File: src/rtl/sram_dp_pkg.sv
package sram_dp_pkg;
  localparam int unsigned NUM_LANES = 4;

  typedef enum logic [1:0] {
    CYC_IDLE  = 2'd0,
    CYC_READ  = 2'd1,
    CYC_WRITE = 2'd2
  } cyc_e;

  // Reference lane-write decode, used by the checker.
  function automatic logic [NUM_LANES-1:0] lane_wr_mask(
    input logic                 gw_n,
    input logic                 bw_n,
    input logic [NUM_LANES-1:0] be_n
  );
    if (!gw_n)      return '1;
    else if (!bw_n) return ~be_n;
    else            return '0;
  endfunction
endpackage

File: src/rtl/sram_dp_decode.sv
module sram_dp_decode
  import sram_dp_pkg::*;
(
  input  logic                 sel_i,
  input  logic                 gw_ni,
  input  logic                 bwe_ni,
  input  logic [NUM_LANES-1:0] be_ni,
  output logic [NUM_LANES-1:0] lane_we_o,
  output cyc_e                 cyc_o
);
  for (genvar g = 0; g < NUM_LANES; g++) begin : g_lane
    assign lane_we_o[g] = sel_i & (~gw_ni | (~bwe_ni & ~be_ni[g]));
  end

  always_comb begin
    if (!sel_i)          cyc_o = CYC_IDLE;
    else if (|lane_we_o) cyc_o = CYC_WRITE;
    else                 cyc_o = CYC_READ;
  end
endmodule

File: src/rtl/sram_dp_array.sv
module sram_dp_array
  import sram_dp_pkg::*;
#(
  parameter int unsigned LANE_W = 9,
  parameter int unsigned ADDR_W = 5,
  localparam int unsigned DATA_W = NUM_LANES * LANE_W,
  localparam int unsigned DEPTH  = 1 << ADDR_W
) (
  input  logic                 clk_i,
  input  logic                 rst_ni,
  input  logic [ADDR_W-1:0]    addr_i,
  input  logic                 rd_en_i,
  input  logic [NUM_LANES-1:0] lane_we_i,
  input  logic [DATA_W-1:0]    wdata_i,
  output logic [DATA_W-1:0]    rdata_o,
  output logic                 rd_vld_o
);
  logic [ADDR_W-1:0] addr_q;
  logic              rd_vld_q;

  always_ff @(posedge clk_i or negedge rst_ni) begin
    if (!rst_ni) begin
      addr_q   <= '0;
      rd_vld_q <= 1'b0;
    end else begin
      rd_vld_q <= rd_en_i;
      if (rd_en_i) addr_q <= addr_i;
    end
  end

  for (genvar g = 0; g < NUM_LANES; g++) begin : g_lane
    logic [LANE_W-1:0] mem_q [DEPTH];

    always_ff @(posedge clk_i) begin
      if (lane_we_i[g]) mem_q[addr_i] <= wdata_i[g*LANE_W +: LANE_W];
    end

    assign rdata_o[g*LANE_W +: LANE_W] = mem_q[addr_q];
  end

  assign rd_vld_o = rd_vld_q;
endmodule

File: src/rtl/sram_dp_outstage.sv
module sram_dp_outstage #(
  parameter int unsigned DATA_W = 36
) (
  input  logic              clk_i,
  input  logic              rst_ni,
  input  logic              pipe_mode_i,
  input  logic [DATA_W-1:0] arr_data_i,
  input  logic              arr_vld_i,
  input  logic              wr_cyc_i,
  input  logic              oe_ni,
  output logic [DATA_W-1:0] rdata_o,
  output logic              drive_o
);
  logic [DATA_W-1:0] q_data;
  logic              q_vld;
  logic              present;

  always_ff @(posedge clk_i or negedge rst_ni) begin
    if (!rst_ni) begin
      q_data <= '0;
      q_vld  <= 1'b0;
    end else begin
      q_vld <= arr_vld_i;
      if (arr_vld_i) q_data <= arr_data_i;
    end
  end

  always_comb begin
    if (pipe_mode_i) begin
      rdata_o = q_data;
      present = q_vld;
    end else begin
      rdata_o = arr_data_i;
      present = arr_vld_i;
    end
  end

  // Output enable and a pending write can only remove drive.
  assign drive_o = present & ~oe_ni & ~wr_cyc_i;
endmodule

File: src/rtl/sram_datapath.sv
module sram_datapath
  import sram_dp_pkg::*;
#(
  parameter int unsigned LANE_W = 9,
  parameter int unsigned ADDR_W = 5,
  localparam int unsigned DATA_W = NUM_LANES * LANE_W
) (
  input  logic                 clk_i,
  input  logic                 rst_ni,
  input  logic                 pipe_mode_i,
  input  logic                 sel_i,
  input  logic [ADDR_W-1:0]    addr_i,
  input  logic                 gw_ni,
  input  logic                 bwe_ni,
  input  logic [NUM_LANES-1:0] be_ni,
  input  logic [DATA_W-1:0]    wdata_i,
  input  logic                 oe_ni,
  output logic [DATA_W-1:0]    rdata_o,
  output logic                 drive_o
);
  logic [NUM_LANES-1:0] lane_we;
  cyc_e                 cyc;
  logic [DATA_W-1:0]    arr_data;
  logic                 arr_vld;

  sram_dp_decode u_decode (
    .sel_i    (sel_i),
    .gw_ni    (gw_ni),
    .bwe_ni   (bwe_ni),
    .be_ni    (be_ni),
    .lane_we_o(lane_we),
    .cyc_o    (cyc)
  );

  sram_dp_array #(.LANE_W(LANE_W), .ADDR_W(ADDR_W)) u_array (
    .clk_i    (clk_i),
    .rst_ni   (rst_ni),
    .addr_i   (addr_i),
    .rd_en_i  (cyc == CYC_READ),
    .lane_we_i(lane_we),
    .wdata_i  (wdata_i),
    .rdata_o  (arr_data),
    .rd_vld_o (arr_vld)
  );

  sram_dp_outstage #(.DATA_W(DATA_W)) u_out (
    .clk_i      (clk_i),
    .rst_ni     (rst_ni),
    .pipe_mode_i(pipe_mode_i),
    .arr_data_i (arr_data),
    .arr_vld_i  (arr_vld),
    .wr_cyc_i   (cyc == CYC_WRITE),
    .oe_ni      (oe_ni),
    .rdata_o    (rdata_o),
    .drive_o    (drive_o)
  );
endmodule

File: config.mk
export PLATFORM = sky130hd
export DESIGN_NAME = sram_datapath
export DESIGN_NICKNAME = d
export VERILOG_FILES = /design/src/rtl/sram_dp_pkg.sv /design/src/rtl/sram_dp_decode.sv /design/src/rtl/sram_dp_array.sv /design/src/rtl/sram_dp_outstage.sv /design/src/rtl/sram_datapath.sv
export SDC_FILE = /design/constraint.sdc
export NUM_CORES = 1
export LEC_CHECK = 0
export CORE_AREA = 2 2 246 491
export DETAILED_ROUTE_END_ITERATION = 7
export DIE_AREA = 0 0 248 493
export DONT_BUFFER_PORTS = 1
export SLEW_MARGIN = 20
export SYNTH_ARGS = -nofsm -noshare
export SYNTH_HDL_FRONTEND = slang
export SYNTH_SLANG_ARGS = --single-unit
File: constraint.sdc
create_clock -name clk_i -period 2.1 [get_ports clk_i]
set_input_delay 0.315 -clock clk_i [delete_from_list [all_inputs] [get_ports clk_i]]
set_output_delay 0.315 -clock clk_i [all_outputs]
set_load 0.02 [all_outputs]
======== Yosys cells after proc, flatten, opt, wreduce, memory -nomap -nowiden ========
Memories as Yosys holds them, arrays and structs flattened.
Index checks and enable logic that the tools add are counted.
operators by class
  equal/unequal tests ..................... 2
  mux-type cells .......................... 12
  bitwise logic cells ..................... 22
  reduce and logical (&&, ||, !) cells .... 1
operator list
  cell                                                             count
  36-bit two-way mux                                               1
  1-bit AND                                                        10
  1-bit two-way mux                                                9
  1-bit NOT                                                        8
  2-bit two-way mux                                                2
  1-bit bitwise OR                                                 4
  4-bit OR reduction                                               1
  2-bit by 1-bit == test with 1-bit output, second input constant  1
  2-bit == test, second input constant                             1
storage, ports and cells
  bits in registers ....................... 43
  RAM bits ................................ 1152
  bits of input ports ..................... 52
  output and inout port bits .............. 37
  logic and storage cells ................. 45
  memories ................................ 4
memory list
  memory                   words  bits a word  rd ports  clocked after memory_dff  write ports  RTL line             text
  u_array.g_lane[0].mem_q  32     9            1         0                         1            sram_dp_array.sv:32  logic [LANE_W-1:0] mem_q [DEPTH];
  u_array.g_lane[1].mem_q  32     9            1         0                         1            sram_dp_array.sv:32
  u_array.g_lane[2].mem_q  32     9            1         0                         1            sram_dp_array.sv:32
  u_array.g_lane[3].mem_q  32     9            1         0                         1            sram_dp_array.sv:32

======== Longest topological paths before layout ========
Gate-level depths: netlist (run 1).
  word-level depth ........................ 10
  mapped depth ............................ 8
  depth with buffers taken out ............ 5

======== By module ========
A second synthesis (run 1) with hierarchy kept.
second synthesis, totals
  cell total of the unflattened synthesis .. 2785
  area total of the unflattened synthesis .. 48052.3 um^2
modules (own cells, without submodules)
  module            times used  cells each  area an instance (um^2)  seq. area each (um^2)
  sram_dp_array     1           2653        45851.5                  34743.3
  sram_dp_outstage  1           119         2117.0                   925.9
  sram_dp_decode    1           11          68.8                     0.0
  sram_datapath     1           2           15.0                     0.0

======== Least setup slack after synthesis (run 1) ========
Ideal clock, no wire load.
  path kind ............................... reg-to-output
  from .................................... reg u_array.addr_q[1]
  to ...................................... out rdata_o[15]
  data arrival time ....................... 1773 ps
  data required time ...................... 1785 ps
  slack ................................... 12 ps
  stages on the path, launching flop included .. 8
  buffers on the path ..................... 2
  cells stage by stage .................... dfrtp_1 > nor2_2 > buf_2 > buf_1 > a22oi_1 > a21oi_1 > nor4_1 > mux2_1
on the way
  cells in the longest elaborated chain, start to end .. 2
ends and longest elaborated chain
  item                      RTL line                text
  start: declaration        sram_dp_array.sv:18     logic [ADDR_W-1:0] addr_q;
  start signal: assignment  sram_dp_array.sv:27     if (rd_en_i) addr_q <= addr_i;
  memory 32 x 9 bit         n/a
  36-bit two-way mux        sram_dp_outstage.sv:29  if (pipe_mode_i) begin
  end: declaration          sram_datapath.sv:18     output logic [DATA_W-1:0] rdata_o,
Every way passes these cells.

======== Worst setup path in the final report (run 1) ========
  from .................................... reg u_array.addr_q[0]
  to ...................................... out rdata_o[17]
The elaborated chain is that of the path after synthesis.

==> run_results.csv, run 1 <==
group,metric,value,unit
run_status,outcome,"finished, violations left",
run_status,violations,"setup timing",
floorplanning,coreArea,118000,um^2
clock_tree,cts_buffer_depth,3,
placed_design,hpwl,72100,um
floorplanning,io_pins,89,
cells_and_area,seq_area,35700,um^2
floorplanning,die_x,248,um
setup_path,rr_startpoint,"u_array.addr_q[0]",
routing,antenna_left,0,
synth,ys_seq_elements,1195,
routing,wl,121000,um
setup_path,crit_fanout,8,
setup_path,cp_common_cell,"buf_12",
placed_design,place_area,50800,um^2
grt,track_usage,0.192,
clock_tree,root_buffer,"clkbuf_16",
grt,overflow,0,
timing,period_needed,3300,ps
synth,synth_warnings,0,
clock_tree,cts.clk_slew.worst_paths,60,ps
cells_and_area,final_nets,3132,
floorplanning,die_area,122000,um^2
setup_path,crit_chain,"buf_12 -> buf_12 -> buf_8 -> clkbuf_16 -> mux2i_1 -> a22oi_1 -> a21oi_1 -> nor4_4 -> buf_4 -> mux2_4",
placed_design,gp_congestion,0.810,
placed_design,dpl_worst_slack,-911,ps
synth,syn_area_per_cell,17.6,um^2
floorplanning,die_y,493,um
routing,initialDrtViolationCount,2158,
timing,hold_slack,132,ps
timing,layout_setup_ws,-1200,ps
setup_path,r2r-end,"u_out.q_data[22]",
setup_path,worstPathRequired,1780,ps
pwr,power.density,1070,nW/um^2
setup_path,endpoint_kind,"output pin",
setup_path,worst-setup-path-type,"reg2out",
pwr,p_leak,20.4,nW
synth,ys_seq_area_frac,0.757,
timing,max_freq,0.303,GHz
worst_hold_path,holdCritPathClass,"in2async",
setup_path,path_depth,10,
clock_tree,numCtsBuffers,106,
placed_design,io_buffers,0,
synth,syn_area,47100,um^2
setup_path,cp-start-kind,"flop",
clock_tree,cts_tree,"yes",
setup_path,r2r_cells,12,
setup_path,crit_arrival,2980,ps
cells_and_area,area_delta_synth_final,25.1,%
timing,tightestPinTransition,630,ps
grt,grt_first_pass_wirelength,172000,um
pwr,vdd_drop_max,929,uV
routing,dr.pass1.iters,5,
timing,drv_slew,0,
run,drv_cap,0,
timing,rsz0062_at_grt,"true",
timing,slew_headroom,0.579,
clock_tree,clock-sinks,1195,
cells_and_area,multi_input_area,12400,um^2
cells_and_area,drive_gt1_frac,0.299,
synth,syn-num-nets,2727,
setup_path,crit_family,"buffers and inverters",
timing,setup_violations,72,
setup_path,worst-r2r-setup-slack,-370,ps
routing,drt-wirelength-per-cell,25.7,um
clock_tree,clkLatencyLatePin,690,ps
routing,drcViolationCount,0,
synth,synth_cells,2675,
setup_path,cp-startpoint,"u_array.addr_q[0]",
timing,hold_viol,0,
grt,first_global_vias,25700,
floorplanning,row_count,179,
clock_tree,cts_max_level,3,
grt,grt_max_degree,44,
setup_path,critPathSlowestCell,"dfrtp_4",
grt,grt_antenna_before_repair,3,
timing,finClkSkew,12.9,ps
timing,min_period_over_period,1.57,
routing,num_vias,25800,
floorplanning,initial_core_util,0.398,
timing,setup_tns,-45430,ps
cells_and_area,fill_cells,9574,
synth,synthDistinctLibCells,29,
routing,via_per_inst,5.48,
setup_path,cp_slowest_stage_delay,520,ps
setup_path,path_buf_inv,5,
pwr,power.total,63.2,mW
cells_and_area,final_area,59000,um^2
==> routing by layer <==
| layer | wire (um) | GRT usage |
|---|---|---|
| met5 | 27 | 0 |
| met4 | 4170 | 0.0708 |
| met3 | 7760 | 0.0286 |
| met2 | 59000 | 0.316 |
| met1 | 50200 | 0.259 |
==> worst max path at each step <==
stage and to:
3_3_place_gp rdata_o[16], 3_5_place_dp rdata_o[16], 2_1_floorplan rdata_o[15], 4_1_cts rdata_o[1], 5_1_grt rdata_o[16], 6_report rdata_o[17]
==> power breakdown <==
| part | internal, mW | switching, mW |
|---|---|---|
| registers | 26.7 | 0.280 |
| logic | 7.67 | 8.55 |
| clock network | 11.6 | 8.46 |
| total | 45.9 | 17.3 |
==> synth_stat cells <==
| cell type | n | area [um^2] |
|---|---|---|
| a21oi_1 | 144 | 721 |
| a22oi_1 | 288 | 2160 |
| and2_1 | 2 | 12.5 |
| and3_1 | 1 | 6.26 |
| and3b_1 | 2 | 17.5 |
| and4_1 | 1 | 8.76 |
| buf_1 | 23 | 86.3 |
| buf_2 | 30 | 150 |
| buf_4 | 42 | 315 |
| buf_6 | 13 | 146 |
| clkbuf_1 | 52 | 195 |
| clkbuf_2 | 1 | 5.00 |
| clkbuf_4 | 4 | 30.0 |
| dfrtp_1 | 43 | 1080 |
| edfxtp_1 | 1152 | 34600 |
| inv_1 | 1 | 3.75 |
| mux2_1 | 5 | 56.3 |
| mux2_2 | 72 | 811 |
| mux2i_1 | 577 | 5780 |
| nand2_1 | 39 | 146 |
| nand2b_1 | 2 | 12.5 |
| nor2_1 | 130 | 488 |
| nor2_2 | 1 | 6.26 |
| nor2b_1 | 4 | 25.0 |
| nor3_1 | 1 | 5.00 |
| nor3b_1 | 4 | 30.0 |
| nor4_1 | 36 | 225 |
| o21ai_0 | 4 | 20.0 |
| or2_2 | 1 | 6.26 |
==> flip-flops by register name, summed over array words and instances, names as in the netlist <==
register / count
u_out.q_vld: 1
u_array.rd_vld_o: 1
u_array.g_lane.mem_q: 1152
u_array.addr_q: 5
u_out.q_data: 36
==> cells in the final DEF (no fill, tap or decap), types with 3 or more instances in the layout <==
cell,instances
edfxtp_1,1152
mux2i_1,533
buf_4,278
a22oi_1,186
nor2_1,130
clkbuf_16,125
a22oi_2,102
a21oi_2,102
buf_12,66
mux2_4,51
dlygate4sd3_1,42
dfrtp_1,41
nand2_1,38
a21oi_1,37
mux2i_2,31
buf_6,28
mux2_2,26
clkbuf_1,25
nor4_4,23
buf_16,22
clkinv_1,21
bufinv_16,14
mux2i_4,13
nor4_2,13
clkinv_2,12
clkinvlp_4,7
buf_8,6
a21oi_4,5
clkbuf_8,5
bufbuf_16,5
o21ai_0,4
nor3b_1,4
inv_6,3
==> cell type report <==
type / instances / share of cell area
multi-input cells: 1314 / 0.210
diodes: 1 / 0.0000424
flip-flops and latches: 1195 / 0.605
well taps: 1538 / 0.0326
clock buffers: 141 / 0.0499
inverters: 1 / 0.0000636
repair buffers: 462 / 0.0908
clock inverters: 59 / 0.0111
==> logic make-up after synthesis <==
group                  Yosys count  synth area share
AO/OA/AOI/OAI                  436            0.0616
AND/OR/NAND/NOR                224            0.0210
multiplexers                   654             0.141
flip-flops                    1195             0.757
buffers and inverters          166            0.0198
==> per-stage QoR <==
step	util	instances
final	0.498	4711
after global routing	0.498	4711
after CTS	0.485	4668
after detailed placement	0.429	4353
after floorplan	-	2675
after global placement	0.429	4353
==> repair_timing <==
action                     in CTS  in global routing
buffers inserted               23                 36
resized for setup             270                208
hold buffers                   79                  0
pin swaps                      68                119
hold endpoints to repair     1201                  0
gates cloned                   13                 14
setup endpoints to repair      73                 73
Power figures use the tool's default switching activity.
==> inputs of run 2 (changes only) <==
Settings changed: CORE_AREA 2 2 246 491 to 2 2 232 463, DIE_AREA 0 0 248 493 to 0 0 234 465, REMOVE_ABC_BUFFERS set to 1.
==> run_results.csv, run 2 (same netlist as run 1, synthesis figures left out) <==
group,metric,value,unit
cells_and_area,multi_input_area,12200,um^2
clock_tree,cts_tree,"yes",
cells_and_area,area_delta_synth_final,23.4,%
clock_tree,cts.clk_slew.worst_paths,60,ps
floorplanning,die_x,234,um
pwr,pwr-share-clk,0.311,
worst_hold_path,holdCritPathClass,"in2async",
floorplanning,io_pins,89,
grt,grt_antenna_before_repair,3,
setup_path,critPathSlowestCell,"dfrtp_4",
cells_and_area,largest_register,"u_array.g_lane.mem_q",
cells_and_area,largest_reg_flops,1152,
clock_tree,clkLatencyLatePin,690,ps
pwr,internal_power,45.2,mW
pwr,comb_power_share,0.254,
clock_tree,numCtsBuffers,104,
routing,antenna_left,0,
timing,hold_viol,0,
clock_tree,root_buffer,"clkbuf_16",
setup_path,cp_common_cell,"buf_4",
routing,initialDrtViolationCount,2065,
timing,drv_slew,0,
cells_and_area,final_cells,4527,
routing,via_per_inst,5.64,
grt,grt_first_pass_wirelength,173000,um
floorplanning,die_y,465,um
routing,num_vias,25500,
setup_path,cp_slowest_stage_delay,560,ps
placed_design,io_buffers,0,
setup_path,worst-setup-path-type,"reg2out",
pwr,power.density,1070,nW/um^2
grt,overflow,0,
timing,max_freq,0.308,GHz
timing,period_needed,3250,ps
setup_path,r2r_cells,11,
timing,rsz0062_at_grt,"true",
floorplanning,die_area,109000,um^2
placed_design,hpwl,71200,um
floorplanning,initial_core_util,0.447,
setup_path,worst-r2r-setup-slack,-200,ps
pwr,power.total,62.1,mW
setup_path,crit_chain,"buf_4 -> buf_12 -> mux2i_1 -> a22oi_1 -> a21oi_1 -> nor4_1 -> buf_4 -> mux2_4",
clock_tree,cts_max_level,3,
clock_tree,cts_buffer_depth,3,
cells_and_area,seq_area,35700,um^2
setup_path,crit_arrival,2930,ps
cells_and_area,fill_cells,8101,
routing,drt-wirelength-per-cell,26.2,um
routing,drcViolationCount,0,
pwr,switching_share,0.273,
run_status,violations,"setup timing",
timing,tightestPinTransition,726,ps
run,drv_cap,0,
clock_tree,clock-sinks,1195,
placed_design,post-place-cells,4221,
timing,layout_setup_ws,-1150,ps
grt,grt_max_degree,44,
grt,first_global_vias,25800,
setup_path,crit_fanout,20,
setup_path,cp-start-kind,"flop",
setup_path,worstPathRequired,1780,ps
timing,slew_headroom,0.515,
timing,setup_violations,71,
setup_path,endpoint_kind,"output pin",
cells_and_area,final_common_cell,"edfxtp_1",
timing,min_period_over_period,1.55,
pwr,p_switching,16.9,mW
cells_and_area,drive_gt1_frac,0.285,
setup_path,crit_family,"buffers and inverters",
pwr,vdd_drop_max,763,uV
pwr,seqPwrFrac,0.434,
routing,wl,119000,um
floorplanning,coreArea,106000,um^2
placed_design,place_area,51200,um^2
cells_and_area,final_area,58200,um^2
pwr,p_leak,20.2,nW
placed_design,gp_congestion,0.808,
floorplanning,row_count,169,
cells_and_area,final_cell_mix,"edfxtp_1, mux2i_1, buf_4, a22oi_1, nor2_1",
routing,dr.pass1.iters,5,
cells_and_area,top_regs,"u_array.g_lane.mem_q (1152), u_out.q_data (36), u_array.addr_q (5)",
setup_path,r2r-end,"u_out.q_data[8]",
setup_path,rr_startpoint,"u_array.addr_q[0]",
grt,track_usage,0.218,
setup_path,path_buf_inv,3,
timing,finClkSkew,12.3,ps
placed_design,dpl_worst_slack,-652,ps
run_status,outcome,"finished, violations left",
cells_and_area,final_nets,3128,
==> run 2: worst max path at each step <==
stage,from,end,slack (ps),depth (start not counted)
after global routing,u_array.addr_q[0],rdata_o[29],-1210,8
after detailed placement,u_array.addr_q[0],rdata_o[3],-650,9
after CTS,u_array.addr_q[0],rdata_o[3],-1180,9
after global placement,u_array.addr_q[0],rdata_o[4],-670,9
final,u_array.addr_q[0],rdata_o[13],-1150,8
after floorplan,u_array.addr_q[0],rdata_o[34],-17230,5
==> run 2: metrics by stage <==
step | utilization | TNS (ps) | hold WS [ps]
floorplan | - | -1245160 | 19.4
global placement | 0.485 | -24360 | 20.8
detailed placement | 0.485 | -25290 | 21.0
CTS | 0.547 | -43630 | 114
global route | 0.551 | -46590 | 144
finish | 0.551 | -40970 | 123
==> run 2: final cells by class <==
class,count,share of cell area
clock buffer,130,0.0473
tap,1368,0.0294
timing repair buffer,460,0.0889
inverter,1,0.0000645
clock inverter,57,0.0113
sequential,1195,0.613
antenna,2,0.0000860
multi-input combinational,1314,0.210
==> run 2: routing by layer <==
| metal | up-vias | wire length (um) | GRT usage |
|---|---|---|---|
| li1 | 11500 | - | - |
| met1 | 13100 | 49500 | 0.294 |
| met2 | 709 | 58700 | 0.360 |
| met3 | 196 | 6210 | 0.0269 |
| met4 | 2 | 4250 | 0.0817 |
| met5 | - | 13 | 0 |
==> run 2: power by group through the flow <==
stage / Sequential, mW / Clock, mW / Combinational (mW)
CTS: 27.0 / 19.6 / 15.3
detailed placement: 27.5 / 0 / 12.1
floorplan: 27.6 / 0 / 5.68
finish: 27.0 / 19.3 / 15.8
global route: 27.0 / 20.5 / 16.6
global placement: 27.4 / 0 / 12.0
==> run 2: what timing repair did <==
action,4_1_cts,5_1_grt
resized for setup,322,75
setup buffers,20,11
hold buffers,80,0
cloned,13,1
endpoints found under the hold margin,1201,0
endpoints found under the setup margin,73,73
pin swaps,97,49
